--- config.mk ---
export PLATFORM = sky130hd
export DESIGN_NAME = hdlc_rx_ctrl
export DESIGN_NICKNAME = d
export VERILOG_FILES = /design/src/rtl/hdlc_rx_pkg.sv /design/src/rtl/hdlc_rx_destuff.sv /design/src/rtl/hdlc_rx_fcs.sv /design/src/rtl/hdlc_rx_ctrl.sv
export SDC_FILE = /design/constraint.sdc
export NUM_CORES = 1
export LEC_CHECK = 0
export BUFFER_PORTS_ARGS = -buffer_cell sky130_fd_sc_hd__clkbuf_2
export CAP_MARGIN = 10
export CELL_PAD_IN_SITES_DETAIL_PLACEMENT = 0
export CELL_PAD_IN_SITES_GLOBAL_PLACEMENT = 1
export CORE_ASPECT_RATIO = 0.75
export CORE_MARGIN = 3
export CORE_UTILIZATION = 36
export CTS_CLUSTER_SIZE = 30
export DETAILED_ROUTE_END_ITERATION = 10
export GPL_TIMING_DRIVEN = 0
export PLACE_DENSITY_LB_ADDON = 0.1
export SYNTH_ARGS = -nofsm -noshare
export SYNTH_HDL_FRONTEND = slang
export SYNTH_SLANG_ARGS = --single-unit
--- constraint.sdc ---
create_clock -name clk -period 1.9 [get_ports clk]
set_input_delay 0 -clock clk [delete_from_list [all_inputs] [get_ports clk]]
set_output_delay 0 -clock clk [all_outputs]
set_load 0.01 [all_outputs]
--- src/rtl/hdlc_rx_pkg.sv ---
package hdlc_rx_pkg;

  typedef enum logic [1:0] {
    ST_HUNT  = 2'd0,
    ST_FRAME = 2'd1,
    ST_DROP  = 2'd2
  } rx_state_e;

  typedef enum logic [1:0] {
    END_GOOD = 2'd0,
    END_CRC  = 2'd1,
    END_OVR  = 2'd2,
    END_ABT  = 2'd3
  } end_code_e;

endpackage

--- src/rtl/hdlc_rx_destuff.sv ---
// Flag / abort detection, zero removal and a flag-length delay line so that
// the bits of a closing flag never reach the byte assembler.
module hdlc_rx_destuff #(
  parameter int STUFF_RUN = 5
) (
  input  logic clk,
  input  logic rst_n,
  input  logic sync_clr,
  input  logic bit_en,
  input  logic bit_in,
  output logic d_valid,
  output logic d_bit,
  output logic flag_evt,
  output logic abort_evt
);
  localparam int FLAG_RUN  = STUFF_RUN + 1;
  localparam int ABORT_RUN = STUFF_RUN + 2;
  localparam int DL_LEN    = FLAG_RUN + 1;
  localparam int ONES_W    = $clog2(ABORT_RUN + 1);
  localparam int OCC_W     = $clog2(DL_LEN + 1);

  logic [ONES_W-1:0] ones_q, ones_n;
  logic [OCC_W-1:0]  occ_q, occ_n;
  logic [DL_LEN-1:0] dl_q, dl_n;
  logic              is_flag, is_abort, is_stuff, is_data;
  logic              dv_n, db_n;

  always_comb begin
    is_flag  = bit_en && !bit_in && (ones_q == ONES_W'(FLAG_RUN));
    is_abort = bit_en &&  bit_in && (ones_q == ONES_W'(FLAG_RUN));
    is_stuff = bit_en && !bit_in && (ones_q == ONES_W'(STUFF_RUN));
    is_data  = bit_en && !is_flag && !is_abort && !is_stuff;

    ones_n = ones_q;
    if (bit_en) begin
      if (!bit_in)                           ones_n = '0;
      else if (ones_q != ONES_W'(ABORT_RUN)) ones_n = ones_q + 1'b1;
    end

    occ_n = occ_q;
    dl_n  = dl_q;
    if (is_flag || is_abort) begin
      occ_n = '0;
    end else if (is_data) begin
      dl_n = {dl_q[DL_LEN-2:0], bit_in};
      if (occ_q != OCC_W'(DL_LEN)) occ_n = occ_q + 1'b1;
    end

    dv_n = is_data && (occ_q == OCC_W'(DL_LEN));
    db_n = dl_q[DL_LEN-1];
  end

  always_ff @(posedge clk or negedge rst_n) begin
    if (!rst_n) begin
      ones_q    <= '0;
      occ_q     <= '0;
      dl_q      <= '0;
      d_valid   <= 1'b0;
      d_bit     <= 1'b0;
      flag_evt  <= 1'b0;
      abort_evt <= 1'b0;
    end else if (sync_clr) begin
      ones_q    <= '0;
      occ_q     <= '0;
      dl_q      <= '0;
      d_valid   <= 1'b0;
      d_bit     <= 1'b0;
      flag_evt  <= 1'b0;
      abort_evt <= 1'b0;
    end else begin
      ones_q    <= ones_n;
      occ_q     <= occ_n;
      dl_q      <= dl_n;
      d_valid   <= dv_n;
      d_bit     <= db_n;
      flag_evt  <= is_flag;
      abort_evt <= is_abort;
    end
  end

  AST_STUFF_DISCARD: assert property (@(posedge clk) disable iff (!rst_n)
    (bit_en && !bit_in && !sync_clr && ones_q == ONES_W'(STUFF_RUN)) |=> !d_valid);
  AST_ABORT_SINGLE: assert property (@(posedge clk) disable iff (!rst_n)
    abort_evt |=> !abort_evt);
  AST_FLAG_NOT_DATA: assert property (@(posedge clk) disable iff (!rst_n)
    !(flag_evt && d_valid));

endmodule

--- src/rtl/hdlc_rx_fcs.sv ---
// Bit-serial reflected CRC register.
module hdlc_rx_fcs #(
  parameter int          FCS_W    = 16,
  parameter logic [15:0] FCS_POLY = 16'h8408
) (
  input  logic             clk,
  input  logic             rst_n,
  input  logic             init,
  input  logic             en,
  input  logic             bit_in,
  output logic [FCS_W-1:0] crc_q
);
  localparam logic [FCS_W-1:0] POLY_R = FCS_W'(FCS_POLY);

  logic [FCS_W-1:0] crc_n;
  logic             fb;

  always_comb begin
    fb    = crc_q[0] ^ bit_in;
    crc_n = crc_q;
    if (init)    crc_n = '1;
    else if (en) crc_n = (crc_q >> 1) ^ (fb ? POLY_R : '0);
  end

  always_ff @(posedge clk or negedge rst_n) begin
    if (!rst_n) crc_q <= '1;
    else        crc_q <= crc_n;
  end

endmodule

--- src/rtl/hdlc_rx_ctrl.sv ---
module hdlc_rx_ctrl
  import hdlc_rx_pkg::*;
#(
  parameter int          BYTE_W      = 8,
  parameter int          STUFF_RUN   = 5,
  parameter int          FCS_W       = 16,
  parameter logic [15:0] FCS_POLY    = 16'h8408,
  parameter logic [15:0] FCS_RESIDUE = 16'hF0B8
) (
  input  logic              clk,
  input  logic              rst_n,
  input  logic              rx_reset_ctl,
  input  logic              bit_en,
  input  logic              bit_in,
  input  logic              fifo_full,
  output logic              fifo_wr,
  output logic [BYTE_W-1:0] fifo_data,
  input  logic              sts_clear,
  output logic              sts_start,
  output logic              sts_end,
  output logic [1:0]        end_code
);
  localparam int CNT_W = $clog2(BYTE_W);

  logic              ctl_q, ctl_rise;
  logic              d_valid, d_bit, flag_evt, abort_evt;
  logic [FCS_W-1:0]  crc_q;

  rx_state_e         st_q, st_n;
  logic [CNT_W-1:0]  bcnt_q, bcnt_n;
  logic [BYTE_W-1:0] sh_q, sh_n, sh_shift;
  logic              got_q, got_n;
  logic              wr_q, wr_n;
  logic [BYTE_W-1:0] wd_q, wd_n;
  logic              start_q, start_n, end_q, end_n;
  end_code_e         code_q, code_n;

  assign ctl_rise = rx_reset_ctl && !ctl_q;

  hdlc_rx_destuff #(.STUFF_RUN(STUFF_RUN)) u_destuff (
    .clk       (clk),
    .rst_n     (rst_n),
    .sync_clr  (ctl_rise),
    .bit_en    (bit_en),
    .bit_in    (bit_in),
    .d_valid   (d_valid),
    .d_bit     (d_bit),
    .flag_evt  (flag_evt),
    .abort_evt (abort_evt)
  );

  hdlc_rx_fcs #(.FCS_W(FCS_W), .FCS_POLY(FCS_POLY)) u_fcs (
    .clk    (clk),
    .rst_n  (rst_n),
    .init   (ctl_rise || flag_evt),
    .en     (d_valid && st_q == ST_FRAME),
    .bit_in (d_bit),
    .crc_q  (crc_q)
  );

  always_comb begin
    st_n     = st_q;
    bcnt_n   = bcnt_q;
    sh_n     = sh_q;
    got_n    = got_q;
    wr_n     = 1'b0;
    wd_n     = wd_q;
    start_n  = start_q;
    end_n    = end_q;
    code_n   = code_q;
    sh_shift = {d_bit, sh_q[BYTE_W-1:1]};

    if (ctl_rise) begin
      st_n    = ST_HUNT;
      bcnt_n  = '0;
      got_n   = 1'b0;
      start_n = 1'b0;
      end_n   = 1'b0;
      code_n  = END_GOOD;
    end else begin
      if (sts_clear) begin
        start_n = 1'b0;
        end_n   = 1'b0;
      end
      unique case (st_q)
        ST_HUNT: begin
          if (flag_evt) begin
            st_n    = ST_FRAME;
            bcnt_n  = '0;
            got_n   = 1'b0;
            start_n = 1'b1;
          end
        end
        ST_FRAME: begin
          if (flag_evt) begin
            bcnt_n = '0;
            if (got_q) begin
              end_n  = 1'b1;
              code_n = (bcnt_q == '0 && crc_q == FCS_W'(FCS_RESIDUE)) ? END_GOOD : END_CRC;
              st_n   = ST_HUNT;
            end
          end else if (abort_evt) begin
            st_n = ST_HUNT;
            if (got_q) begin
              end_n  = 1'b1;
              code_n = END_ABT;
            end
          end else if (d_valid) begin
            got_n = 1'b1;
            sh_n  = sh_shift;
            if (bcnt_q == CNT_W'(BYTE_W - 1)) begin
              bcnt_n = '0;
              if (fifo_full) begin
                end_n  = 1'b1;
                code_n = END_OVR;
                st_n   = ST_DROP;
              end else begin
                wr_n = 1'b1;
                wd_n = sh_shift;
              end
            end else begin
              bcnt_n = bcnt_q + 1'b1;
            end
          end
        end
        default: begin
          if (flag_evt || abort_evt) st_n = ST_HUNT;
        end
      endcase
    end
  end

  always_ff @(posedge clk or negedge rst_n) begin
    if (!rst_n) begin
      ctl_q   <= 1'b0;
      st_q    <= ST_HUNT;
      bcnt_q  <= '0;
      sh_q    <= '0;
      got_q   <= 1'b0;
      wr_q    <= 1'b0;
      wd_q    <= '0;
      start_q <= 1'b0;
      end_q   <= 1'b0;
      code_q  <= END_GOOD;
    end else begin
      ctl_q   <= rx_reset_ctl;
      st_q    <= st_n;
      bcnt_q  <= bcnt_n;
      sh_q    <= sh_n;
      got_q   <= got_n;
      wr_q    <= wr_n;
      wd_q    <= wd_n;
      start_q <= start_n;
      end_q   <= end_n;
      code_q  <= code_n;
    end
  end

  assign fifo_wr   = wr_q;
  assign fifo_data = wd_q;
  assign sts_start = start_q;
  assign sts_end   = end_q;
  assign end_code  = code_q;

  AST_WR_NOT_FULL: assert property (@(posedge clk) disable iff (!rst_n)
    fifo_wr |-> $past(!fifo_full));
  AST_OVR_AFTER_FULL: assert property (@(posedge clk) disable iff (!rst_n)
    ($rose(sts_end) && end_code == 2'd2) |-> $past(fifo_full));
  AST_START_FROM_FLAG: assert property (@(posedge clk) disable iff (!rst_n)
    $rose(sts_start) |-> $past(flag_evt));
  AST_STICKY_START: assert property (@(posedge clk) disable iff (!rst_n)
    $fell(sts_start) |-> $past(sts_clear || ctl_rise));
  AST_STICKY_END: assert property (@(posedge clk) disable iff (!rst_n)
    $fell(sts_end) |-> $past(sts_clear || ctl_rise));
  AST_CTL_CLEARS: assert property (@(posedge clk) disable iff (!rst_n)
    ctl_rise |=> (!sts_start && !sts_end && !fifo_wr));

endmodule

# Yosys cells after proc, flatten, opt, wreduce, memory -nomap -nowiden
# Index checks and enable logic that the tools add are counted.
[totals]
ff_bits = 61
inputBits = 7
output_inout_bits = 13
word_cells = 159
[op_classes]
addsub = 3
n_eq_ne = 22
muxes = 68
bitwise = 6
reduce_logical = 42
[ops]
columns = ["op", "n"]
rows = [
  ["2-to-1 mux 16 bit", 3],
  ["2-to-1 mux 3 bit", 14],
  ["2-to-1 mux 1 bit", 30],
  ["2-to-1 mux 2 bit", 15],
  ["2-to-1 mux 7 bit", 3],
  ["inequality test 3 bit (second input constant)", 6],
  ["== test 16 bit (second input constant)", 1],
  ["nonzero test 4 bit", 4],
  ["XOR 15 x 16 -> 16 bit", 1],
  ["== test 3 bit (second input constant)", 4],
  ["logical AND 1 bit", 12],
  ["AND reduction 6 bit", 2],
  ["inequality test 5 x 2 -> 1 bit (second input constant)", 2],
  ["AND reduction 5 bit", 2],
  ["adder 3 x 1 -> 3 bit (second input constant)", 3],
  ["nonzero test 3 bit", 3],
  ["nonzero test 2 bit", 4],
  ["AND reduction 7 bit", 1],
  ["inequality test 3 x 2 -> 1 bit (second input constant)", 2],
  ["one-hot mux 3 bit (2 select lines)", 1],
  ["AND reduction 2 bit", 3],
  ["logical NOT 1 bit", 5],
  ["inequality test 5 x 3 -> 1 bit (second input constant)", 1],
  ["inequality test 4 x 2 -> 1 bit (second input constant)", 1],
  ["13 further kinds", 18],
]

# Logic depth before layout (Yosys ltp)
[logic_depth]
word_depth = 10
mapped_depth = 7
ltp_nobuf = 6

# Modules after synthesis
# Synthesis repeated with hierarchy kept, for this count alone.
[unflattened]
cells_unflattened = 250
area_unflattened_um2 = 2946.6
[by_module_without_submodules]
columns = ["mod", "instances", "cells_each", "area_per_inst_um2"]
rows = [
  ["hdlc_rx_ctrl", 1, 107, 1327.5],
  ["hdlc_rx_destuff", 1, 87, 878.3],
  ["hdlc_rx_fcs", 1, 56, 740.7],
]

# Worst setup path before layout
# OpenSTA, ideal clock, no wires.
[synth_path]
path_type = "register -> register"
from = "reg st_q[0]"
to = "reg wd_q[0], in the netlist fifo_data[0]"
arrival_time_ps = 1614
path_slack_ps = 161
stages_incl_launch_ff = 7
path_buffers = 2
period_less_slack_ps = 1739
path_cell_list = "dfrtp_1 > buf_6 > nor2b_4 > nand4_4 > or3b_1 > buf_6 > mux2_4"
[synth_via]
elab_chain_cells = 2
[synth_lines]
columns = ["element", "line", "rtl"]
rows = [
  ["from (decl)", "hdlc_rx_ctrl.sv:29", "rx_state_e st_q, st_n;"],
  ["from (signal assigned)", "hdlc_rx_ctrl.sv:147", "st_q <= st_n;"],
  ["== test 2 x 1 -> 1 bit", "hdlc_rx_ctrl.sv:85", "unique case (st_q)"],
  ["AND reduction 7 bit (no source line)", "--", ""],
  ["to (signal assigned)", "hdlc_rx_ctrl.sv:152", "wd_q <= wd_n;"],
  ["to (decl)", "hdlc_rx_ctrl.sv:34", "logic [BYTE_W-1:0] wd_q, wd_n;"],
]
# No other way between the ends.
# A chain may end at the register's enable or synchronous reset.

# Worst setup path in the final report
[layout_path]
from = "reg st_q[1]"
to = "reg u_fcs.crc_q[8]"
[layout_via]
elab_chain_cells = 3
[layout_lines]
columns = ["element", "line", "rtl"]
rows = [
  ["== test 2 x 1 -> 1 bit", "hdlc_rx_ctrl.sv:56", ".en (d_valid && st_q == ST_FRAME),"],
  ["logical AND 1 bit", "hdlc_rx_ctrl.sv:56", ""],
  ["nonzero test 2 bit (no source line)", "--", ""],
  ["to (signal assigned)", "hdlc_rx_fcs.sv:27", "else crc_q <= crc_n;"],
  ["to (decl)", "hdlc_rx_fcs.sv:11", "output logic [FCS_W-1:0] crc_q"],
]
# No other way between the ends.

==> flow_metrics.tcl <==
set metrics [dict create \
    post-route-min-period_ns 1.77 \
    via_count 1856 \
    grt_pass1_wl_mm 9.41 \
    fmax_ghz 0.565 \
    wl_met3_um 176 \
    synth_top_area_share 0.397 \
    yosys.area.top_type "dfrtp_1" \
    antenna_cells 0 \
    fillCellCount 718 \
    synth_area_mm2 0.00278 \
    tightest_slew_ns 0.815 \
    fin_nets 284 \
    path_clk_slew_ns 0.07 \
    wl_met2_mm 2.29 \
    path_max_fanout 10 \
    seq_area_mm2 0.00152 \
    combPwrFrac 0.048 \
    routedWlPerCell_um 15.2 \
    p_total_mw 2.74 \
    drv_cap 0 \
    critPathLaunchType "flip-flop" \
    arrival_ns 2.03 \
    setup-violations-final 0 \
    clock_latency_ns 0.34 \
    cts_tree "built" \
    drv_slew 0 \
    rows 27 \
    firstDrtPassIters 4 \
    postRouteAntennaNets 0 \
    via_per_inst 4.98 \
    syn_nets 249 \
    worstSetupEndpointType "flip-flop" \
    grt_usage 0.141 \
    initial_core_util 0.375 \
    area_growth_pct 18.5 \
    fin_skew_ns 0.0107 \
    post-route-period-util 0.931 \
    cts_buffers 9 \
    multi_input_area_mm2 0.00117 \
    coreArea_mm2 0.00740 \
    hp-class "input port to flip-flop" \
    fin_cells 373 \
    cts.root.buffer_cell "clkbuf_8" \
    power_density_mw_per_mm2 832 \
    dp_cells 352 \
    met1_length_mm 3.14 \
    synth_common_cells "44 x dfrtp_1, 16 x dfstp_2, 16 x o22a_1" \
    synthTopCellsByArea "dfrtp_1 40%, dfstp_2 15%, o22a_1 5.0%, ha_1 4.5%, mux2_4 4.3%" \
    boundaryPins 20 \
    die_h_um 82.1 \
    p_sw_frac 0.224 \
    antenna_found_initial 0 \
    drive_above_1_share 0.298 \
    synth_edf_count 0 \
    clock_tree.buffer_depth 2 \
    ys_ff_latch 60 \
    place_congestion 0.752 \
    ir_worst_vdd_v 0.000370 \
    p_seq_frac 0.482 \
    synth_cell_types 48 \
    clkPwrFrac 0.470 \
    top_layer "met4" \
    ys_warn_count 0 \
    dpl.hpwl_mm 3.78 \
    outcome "completed" \
    maxSlewHeadroom 0.457 \
    p_leak_nw 1.51 \
    hp-start "bit_en" \
    port_buffers 19 \
    p_switching_mw 0.614 \
    rsz0062_at_grt "false" \
    p_int_mw 2.12 \
    fin_tns_setup_ns 0 \
    grt_max_degree 61 \
    hold_violations 0 \
    synth_flop_cell "dfrtp_1" \
    drc_errors 0 \
    synth_area_per_cell_um2 12.0 \
    routed_wirelength_mm 5.69 \
    crit_required_ns 2.16 \
    drtIter0Drc 61 \
    grt_pass1_vias 1811 \
    crit_type "flip-flop to flip-flop" \
    yosysMostFrequentCell "dfrtp_1" \
    startpoint "st_q[1]" \
    global_route.overflow_total 0 \
    yosysSeqAreaShare 0.548 \
    die_w_um 107 \
    r2r_start "st_q[1]" \
    h-tree-depth 3 \
    async_flop_share 1.00 \
    cts_sinks 60 \
    synth_cells 232 \
    dieArea_mm2 0.00881 \
]
==> state kept, by name, indices dropped and copies added, names as in the netlist <==
name and flops:
u_fcs.crc_q 16, fifo_data 8, sh_q 7, u_destuff.dl_q 7, bcnt_q 3, u_destuff.occ_q 3
u_destuff.ones_q 3, end_code 2, st_q 2, ctl_q 1, fifo_wr 1, got_q 1
sts_end 1, sts_start 1, u_destuff.abort_evt 1, u_destuff.d_bit 1, u_destuff.d_valid 1, u_destuff.flag_evt 1
==> critical path, cell delays in order, from the launching register on <==
cell,delay (ns)
dfrtp_2,0.47
nand2b_1,0.24
nor3_4,0.23
nand2_1,0.22
clkbuf_1,0.28
o22a_1,0.26
==> worst paths after layout <==
check / endpoint / slack [ns] / depth (start not counted)
setup / recovery: u_fcs.crc_q[8] / 0.13 / 5
hold / removal: u_destuff.occ_q[0] / 0.12 / 4
setup reg to reg: u_fcs.crc_q[8] / 0.13 / 5
hold reg to reg: fifo_data[4] / 0.51 / 1
max in group asynchronous: st_q[1] / 1.01 / 2
min in group asynchronous: u_destuff.occ_q[2] / 0.30 / 2
==> power by group through the flow <==
stage               clock network [mW]  registers, mW  logic (mW)
global route                      1.39           1.32       0.151
CTS                               1.33           1.32       0.134
floorplan                            0           1.34      0.0696
detailed placement                   0           1.34       0.127
global placement                     0           1.34       0.126
finish                            1.29           1.32       0.131
==> layout make-up <==
| class | instances | share of cell area |
|---|---|---|
| sequential | 60 | 0.463 |
| clock inverter | 6 | 0.0266 |
| timing repair buffer | 24 | 0.0441 |
| inverter | 10 | 0.0114 |
| clock buffer | 10 | 0.0418 |
| multi-input combinational | 151 | 0.355 |
| buffer | 11 | 0.0198 |
| tap | 101 | 0.0384 |
==> layer usage <==
metal  up-vias  track usage
met2        25        0.183
met5         -            0
li1        922            -
met3         8       0.0479
met4         0       0.0567
met1       901        0.212
==> stage by stage <==
stage | setup slack, ns | hold WS (ns) | area (um2) | utilization
floorplan | 0.161 | -0.296 | 2780 | -
global placement | -0.242 | 0.170 | 3000 | 0.405
detailed placement | -0.217 | 0.169 | 3000 | 0.406
CTS | 0.00864 | 0.0911 | 3280 | 0.443
global route | 0.0161 | 0.118 | 3290 | 0.445
finish | 0.130 | 0.117 | 3290 | 0.445
==> layout by cell type, fill, tap and decap left out, drive strengths merged, types with 3 or more instances in the layout <==
cell         synthesis  routed
inv                 10      10
buf                  2       3
a31oi                3       3
clkinv               0       4
mux2                15      15
clkbuf               9      38
nand2               10      10
ha                  10      10
nor4b                3       3
nand3                9       9
mux2i                3       3
o21ai               12      12
nor2b                3       3
o21a                 3       3
dfrtp               44      44
dfstp               16      16
o31ai                3       3
o22a                16      16
nor2                12      12
xor2                 3       3
dlygate4sd3          0       4
a21oi               14      14
a21boi               3       3
nand3b               3       3
nand2b               4       4
==> kinds of logic after synthesis <==
logic type	Yosys count	synth area share
flip-flops	60	0.548
adder cells (fa/ha/maj)	10	0.0451
AO/OA/AOI/OAI	60	0.147
AND/OR/NAND/NOR	60	0.133
buffers and inverters	21	0.0352
XOR/XNOR	3	0.00947
multiplexers	18	0.0825
==> timing repair <==
item	CTS	global route
endpoints found under the hold margin	49	0
pin swaps	1	0
gates cloned	0	0
gates resized for setup	3	7
endpoints found under the setup margin	18	12
setup buffers	1	0
hold buffers	4	0
(Power assumes the default switching activity.)
